File: config.mk
export PLATFORM = sky130hd
export DESIGN_NAME = spin_lock_requester
export DESIGN_NICKNAME = d
export VERILOG_FILES = /design/src/rtl/spin_lock_pkg.sv /design/src/rtl/spin_lock_backoff.sv /design/src/rtl/spin_lock_fsm.sv /design/src/rtl/spin_lock_requester.sv
export SDC_FILE = /design/constraint.sdc
export NUM_CORES = 1
export LEC_CHECK = 0
export ABC_AREA = 1
export CAP_MARGIN = 20
export CORE_MARGIN = 2
export CORE_UTILIZATION = 41
export CTS_BUF_LIST = sky130_fd_sc_hd__clkbuf_16
export CTS_CLUSTER_DIAMETER = 50
export CTS_CLUSTER_SIZE = 16
export DETAILED_ROUTE_END_ITERATION = 6
export PLACE_DENSITY = 0.75
export REMOVE_ABC_BUFFERS = 1
export SLEW_MARGIN = 15
export SYNTH_ARGS = -nofsm -noshare
export SYNTH_HDL_FRONTEND = slang
export SYNTH_SLANG_ARGS = --single-unit
File: constraint.sdc
create_clock -name clk_i -period 1.27 [get_ports clk_i]
set_input_delay 0.254 -clock clk_i [delete_from_list [all_inputs] [get_ports clk_i]]
set_output_delay 0.254 -clock clk_i [all_outputs]
set_load 0.005 [all_outputs]
File: src/rtl/spin_lock_pkg.sv
package spin_lock_pkg;
  typedef enum logic [2:0] {
    ST_IDLE, ST_READ, ST_TAS, ST_WAIT, ST_HELD, ST_RELEASE
  } lk_state_e;

  typedef enum logic [1:0] {
    OP_NONE  = 2'd0,
    OP_READ  = 2'd1,
    OP_TAS   = 2'd2,
    OP_CLEAR = 2'd3
  } mem_op_e;
endpackage

File: src/rtl/spin_lock_backoff.sv
module spin_lock_backoff #(
  parameter int MAX_LOG2 = 4,
  localparam int CW = MAX_LOG2 + 1
) (
  input  logic clk_i,
  input  logic rst_ni,
  input  logic start_i,
  input  logic clear_i,
  output logic done_o
);
  localparam logic [CW-1:0] ONE  = {{(CW-1){1'b0}}, 1'b1};
  localparam logic [CW-1:0] WMAX = ONE << MAX_LOG2;

  logic [CW-1:0] delay_q;
  logic [CW-1:0] cnt_q;
  logic [CW-1:0] delay_nxt;

  // double, then saturate at the ceiling
  assign delay_nxt = (delay_q >= WMAX) ? WMAX : (delay_q << 1);

  always_ff @(posedge clk_i or negedge rst_ni) begin
    if (!rst_ni) begin
      delay_q <= ONE;
      cnt_q   <= '0;
    end else begin
      if (clear_i)      delay_q <= ONE;
      else if (start_i) delay_q <= delay_nxt;
      if (start_i)          cnt_q <= delay_q;
      else if (cnt_q != '0) cnt_q <= cnt_q - ONE;
    end
  end

  assign done_o = (cnt_q == ONE);
endmodule

File: src/rtl/spin_lock_fsm.sv
module spin_lock_fsm
  import spin_lock_pkg::*;
#(
  parameter int AW = 16
) (
  input  logic          clk_i,
  input  logic          rst_ni,
  input  logic          acquire_i,
  input  logic          release_i,
  input  logic          precheck_en_i,
  input  logic [AW-1:0] lock_addr_i,
  input  logic          mem_ack_i,
  input  logic          word_free_i,
  input  logic          wait_done_i,
  output lk_state_e     state_o,
  output logic [AW-1:0] addr_o,
  output logic          bo_start_o,
  output logic          bo_clear_o
);
  lk_state_e     st_q, st_d;
  logic          pre_q;
  logic [AW-1:0] addr_q;

  always_comb begin
    st_d       = st_q;
    bo_start_o = 1'b0;
    bo_clear_o = 1'b0;
    unique case (st_q)
      ST_IDLE:    if (acquire_i) st_d = precheck_en_i ? ST_READ : ST_TAS;
      ST_READ: begin
        if (mem_ack_i) begin
          if (word_free_i) st_d = ST_TAS;
          else begin
            st_d       = ST_WAIT;
            bo_start_o = 1'b1;
          end
        end
      end
      ST_TAS: begin
        if (mem_ack_i) begin
          if (word_free_i) begin
            st_d       = ST_HELD;
            bo_clear_o = 1'b1;
          end else begin
            st_d       = ST_WAIT;
            bo_start_o = 1'b1;
          end
        end
      end
      ST_WAIT:    if (wait_done_i) st_d = pre_q ? ST_READ : ST_TAS;
      ST_HELD:    if (release_i) st_d = ST_RELEASE;
      ST_RELEASE: if (mem_ack_i) st_d = ST_IDLE;
      default:    st_d = ST_IDLE;
    endcase
  end

  always_ff @(posedge clk_i or negedge rst_ni) begin
    if (!rst_ni) begin
      st_q   <= ST_IDLE;
      pre_q  <= 1'b0;
      addr_q <= '0;
    end else begin
      st_q <= st_d;
      if (st_q == ST_IDLE && acquire_i) begin
        pre_q  <= precheck_en_i;
        addr_q <= lock_addr_i;
      end
    end
  end

  assign state_o = st_q;
  assign addr_o  = addr_q;
endmodule

File: src/rtl/spin_lock_requester.sv
module spin_lock_requester
  import spin_lock_pkg::*;
#(
  parameter int AW       = 16,
  parameter int DW       = 8,
  parameter int MAX_LOG2 = 4
) (
  input  logic          clk_i,
  input  logic          rst_ni,
  input  logic          acquire_i,
  input  logic          release_i,
  input  logic          precheck_en_i,
  input  logic [AW-1:0] lock_addr_i,
  output logic          mem_req_o,
  output logic [1:0]    mem_op_o,
  output logic [AW-1:0] mem_addr_o,
  input  logic          mem_ack_i,
  input  logic [DW-1:0] mem_rdata_i,
  output logic          acquired_o
);
  lk_state_e state;
  logic      word_free;
  logic      bo_start, bo_clear, bo_done;

  assign word_free = (mem_rdata_i == '0);

  spin_lock_fsm #(.AW(AW)) u_fsm (
    .clk_i         (clk_i),
    .rst_ni        (rst_ni),
    .acquire_i     (acquire_i),
    .release_i     (release_i),
    .precheck_en_i (precheck_en_i),
    .lock_addr_i   (lock_addr_i),
    .mem_ack_i     (mem_ack_i),
    .word_free_i   (word_free),
    .wait_done_i   (bo_done),
    .state_o       (state),
    .addr_o        (mem_addr_o),
    .bo_start_o    (bo_start),
    .bo_clear_o    (bo_clear)
  );

  spin_lock_backoff #(.MAX_LOG2(MAX_LOG2)) u_backoff (
    .clk_i   (clk_i),
    .rst_ni  (rst_ni),
    .start_i (bo_start),
    .clear_i (bo_clear),
    .done_o  (bo_done)
  );

  always_comb begin
    mem_req_o = 1'b1;
    unique case (state)
      ST_READ:    mem_op_o = OP_READ;
      ST_TAS:     mem_op_o = OP_TAS;
      ST_RELEASE: mem_op_o = OP_CLEAR;
      default: begin
        mem_op_o  = OP_NONE;
        mem_req_o = 1'b0;
      end
    endcase
  end

  assign acquired_o = (state == ST_HELD);
endmodule

; ---- Yosys cells after proc, flatten, opt, wreduce, memory -nomap -nowiden
; Index checks and enable logic that the tools add are counted.
[word_totals]
input_bits = 30
output_inout_bits = 20
elab_cells = 52
regBits = 30
[classes]
addsub = 1
magnitude_cmp = 1
n_eq_ne = 12
muxes = 24
reduce_logical = 9
[ops]
columns = op, count
row1 = $mux 5, 5
row2 = $mux 3, 7
row3 = $pmux 3 s6, 1
row4 = $ne 2x2->1 const B, 6
row5 = $logic_not 8->1, 1
row6 = $mux 1, 8
row7 = $eq 3x2->1 const B, 2
row8 = $eq 3x3->1 const B, 2
row9 = $pmux 2 s3, 1
row10 = $reduce_and 6->1, 1
row11 = $eq 5x1->1 const B, 1
row12 = $ge 5x5->1 const B, 1
row13 = $reduce_bool 5->1, 1
row14 = $sub 5x1->5 const B, 1
row15 = $mux 2, 2
row16 = $reduce_bool 2->1, 2
row17 = $eq 3x1->1 const B, 1
row18 = $logic_not 3->1, 1
row19 = $reduce_or 3->1, 1
row20 = $reduce_or 2->1, 1
row21 = $logic_and 1x1->1, 1

; ---- Longest topological paths before layout
[depth]
depth_word = 6
ltp_mapped = 9
ltp_nobuf = 9

; ---- Hierarchy
; From an unflattened synthesis, not the netlist that was laid out.
[unflattened]
cells_unflattened = 211
hier_area_um2 = 1585.3
[by_module_without_submodules]
columns = mod, n_inst, seq_area_each_um2, area_each_um2, cells_per_inst
row1 = spin_lock_fsm, 1, 500.5, 1022.2, 137
row2 = spin_lock_backoff, 1, 251.5, 489.2, 57
row3 = spin_lock_requester, 1, 0.0, 73.8, 17

; ---- Worst setup path after synthesis
; OpenSTA, ideal clock, no wires.
[synth_path]
path_kind = register to register
start = register u_fsm.st_q[1] (netlist: u_fsm.state_o[1])
end = register u_fsm.addr_q[0] (netlist: u_fsm.addr_o[0])
n_path_buf = 1
setup_slack_ns = -0.083
setup_time_ns = 0.125
arrival_time_ns = 1.228
t_required_ns = 1.145
period_less_slack_ns = 1.353
stages_incl_launch_ff = 7
path_cell_list = dfrtp_1 inv_2 nand2_4 nor2_4 nand2_4 buf_6 mux2_4
[synth_via]
elab_chain_len = 2
[synth_rtl]
columns = element, line
row1 = "start, declared", spin_lock_fsm.sv:20  ; lk_state_e st_q, st_d;
row2 = "start signal, assigned", spin_lock_fsm.sv:63  ; st_q <= st_d;
row3 = $logic_not 3->1, spin_lock_fsm.sv:64  ; if (st_q == ST_IDLE && acquire_i) begin
row4 = $logic_and 1x1->1, spin_lock_fsm.sv:64
row5 = "end signal, assigned", spin_lock_fsm.sv:66  ; addr_q <= lock_addr_i;
row6 = "end, declared", spin_lock_fsm.sv:22  ; logic [AW-1:0] addr_q;
; Every way passes these cells.
; A chain may end at the register's enable or synchronous reset.

; ---- Final worst setup path
[layout_path]
start = register u_fsm.st_q[1] (netlist: u_fsm.state_o[1])
end = register u_fsm.addr_q[13] (netlist: u_fsm.addr_o[13])
; Same word-level chain as after synthesis.

==> results.ini <==
[die]
start_util_pct=42.3
dieArea_mm2=0.00429
core_mm2=0.00366
num_rows=22
io_pins=50
die_h_um=65.5
die_w_um=65.5

[yosys]
yosysWarnings=0
ys_types=24
syn_area_per_cell_um2=9.23
syn_inst=168
seq_area_frac_synth_pct=48.5
netlist_area_mm2=0.00155
ys_ff_latch=30

[setup_path]
start_kind=register
crit_path_end_kind=register
cp-startpoint=u_fsm.state_o[1]
critPathKind=reg2reg
r2r_start=u_fsm.state_o[1]
crit_fanout=8
critPathArrivalTime_ns=1.71
cp_data_required_time_ns=1.42

[clock_tree]
cts_hold_buffers=0
clock-sinks=30
clock_latency_ns=0.27
clk_pin_slew_ns=0.05
cts_tree=done
cts_root_buf=clkbuf_16
cts_max_level=2
cts_buffer_depth=2
cts_buffers=5

[sta]
fin_ws_ns=-0.289
final-setup-viol-count=34
finalHoldViolations=0
rsz0062_at_grt=yes
tightest_slew_ns=0.558
period_needed_ns=1.56
timing.clock.skew_ns=0.00482
fin_crit_sh_pct=123
relSlewSlack_pct=62.7
final-max-slew-violation-count=0
fmax_mhz=642

[pwr]
p_sw_share_pct=36.1
combPwrFrac_pct=56.1
p_sw_mw=2.22
p_int_mw=3.92
pwr-share-clk_pct=17.7
finalPower_mw=6.14
ir_drop_mv=1.66
p_seq_share_pct=26.1
pwr_density_cell_mw_per_mm2=2340
leakage_nw=1.32

[grt]
grt_max_degree=31
grt_usage_pct=21.4
antenna_found_initial=0
grt_first_pass_wirelength_mm=6.80
grt_overflow=0
grt_pass1_vias=1533

[layout]
utilization_pct=71.6
layout_common_cells=36 x nand2_1, 29 x clkdlybuf4s50_1, 28 x dfrtp_1, 23 x inv_1, 18 x buf_4
antenna_cells=0
layout_commonest_cell=nand2_1
fin_nets=284
drive_above_1_share_pct=34.8
area_growth_pct=69.0

[placed_design]
place_hpwl_mm=2.53
io_buffers=49
place.gp.congestion=0.822

[drt]
postRouteAntennaNets=0
first_pass_iters=4
viasPerCell=4.88
drt-initial-drc-count=57
avgRoutedWirePerCell_um=14.5
drcViolationCount=0
wl_mm=4.35
num_vias=1468

[run_status]
status=finished with violations
failed_checks=setup timing

[flow_run]
maxCapViolCount=0

[min_path]
hold_path_class=in2async

-- area by class of cell --
cell class / instances / area, µm²
Inverter: 28 / 110
Tap cell: 48 / 60.1
Sequential cell: 30 / 753
Clock buffer: 5 / 125
Multi-Input combinational cell: 111 / 848
Clock inverter: 3 / 12.5
Fill cell: 250 / 1040
Timing Repair Buffer: 76 / 711
-- metal layers --
layer | vias to the layer above | global-route usage (%) | wire [µm]
met4 | 0 | 6.77 | 51
li1 | 715 | - | -
met2 | 59 | 38.3 | 2290
met3 | 6 | 8.05 | 307
met1 | 688 | 23.2 | 1700
met5 | - | 0 | 0
-- path summary, 6_finish.rpt --
kind | cells past startpoint | slack, ns | to
setup / recovery | 8 | -0.29 | u_fsm.addr_o[13]
hold / removal | 2 | 0.34 | u_fsm.state_o[2]
setup reg to reg | 8 | -0.29 | u_fsm.addr_o[13]
hold reg to reg | 1 | 0.49 | u_fsm.addr_o[15]
max in group asynchronous | 2 | 0.69 | u_backoff.delay_q[0]
min in group clk_i | 1 | 0.49 | u_fsm.addr_o[15]
-- power by group through the flow --
stage          combinational [mW]  sequential, mW  clock, mW
2_1_floorplan                1.34            1.62          0
3_3_place_gp                 2.66            1.59          0
3_5_place_dp                 2.71            1.60          0
4_1_cts                      3.13            1.58       1.11
5_1_grt                      3.73            1.66       1.17
6_report                     3.45            1.60       1.09
-- timing repair --
item	in CTS	in global routing
resized for setup	54	22
pin swaps	15	10
gates cloned	3	0
setup buffers	6	4
endpoints found under the setup margin	50	34
-- critical path: stages, from the launching register on --
cell     delay [ns]
dfrtp_2        0.41
buf_6          0.13
inv_4          0.05
nand2_4        0.05
buf_6          0.12
nor2_4         0.10
buf_12         0.15
nand2_8        0.08
mux2_4         0.33
-- metrics by stage --
step           instances  cell area, µm²  setup slack [ns]  hold slack (ns)  TNS (ns)
2_1_floorplan        166            1530           -0.0182          -0.0416    -0.196
3_3_place_gp         281            2230            -0.299            0.487     -6.84
3_5_place_dp         281            2230            -0.344            0.497     -7.80
4_1_cts              298            2540            -0.273            0.351     -6.46
5_1_grt              301            2620            -0.339            0.365     -9.21
6_report             301            2620            -0.289            0.342     -7.56
-- cells by family (layout without fill, tap and decap cells) --
logic type | Yosys count | after routing | share of synthesized area, %
flops | 30 | 30 | 48.5
compound gates | 7 | 7 | 2.34
xor+xnor | 3 | 3 | 1.70
buf+inv | 30 | 112 | 7.99
simple gates | 80 | 83 | 24.3
fa+ha+maj | 2 | 2 | 1.61
mux | 16 | 16 | 13.6
-- state kept, by name, indices dropped and copies added (netlist names) --
name               cells
u_backoff.cnt_q        5
u_backoff.delay_q      5
u_fsm.addr_o          16
u_fsm.pre_q            1
u_fsm.state_o          3
-- Yosys cell counts --
master	instances	area (µm²)
ha_1	2	25.0
mux2_4	8	120
nand2_1	43	161
inv_2	3	11.3
nand3_1	15	75.1
inv_1	25	93.8
buf_4	1	7.51
nand4_1	4	25.0
nor3_1	2	10.0
a21oi_1	2	10.0
nand2_2	1	6.26
buf_6	1	11.3
o21ai_1	2	10.0
nor2_4	1	11.3
mux2_2	8	90.1
nand2_4	2	22.5
dfstp_2	1	26.3
xor2_1	3	26.3
o21ai_0	2	10.0
nand3b_1	2	15.0
nor2_1	8	30.0
dfrtp_1	29	726
o22ai_1	1	6.26
nand3_2	2	20.0
Power figures use the tool's default switching activity.
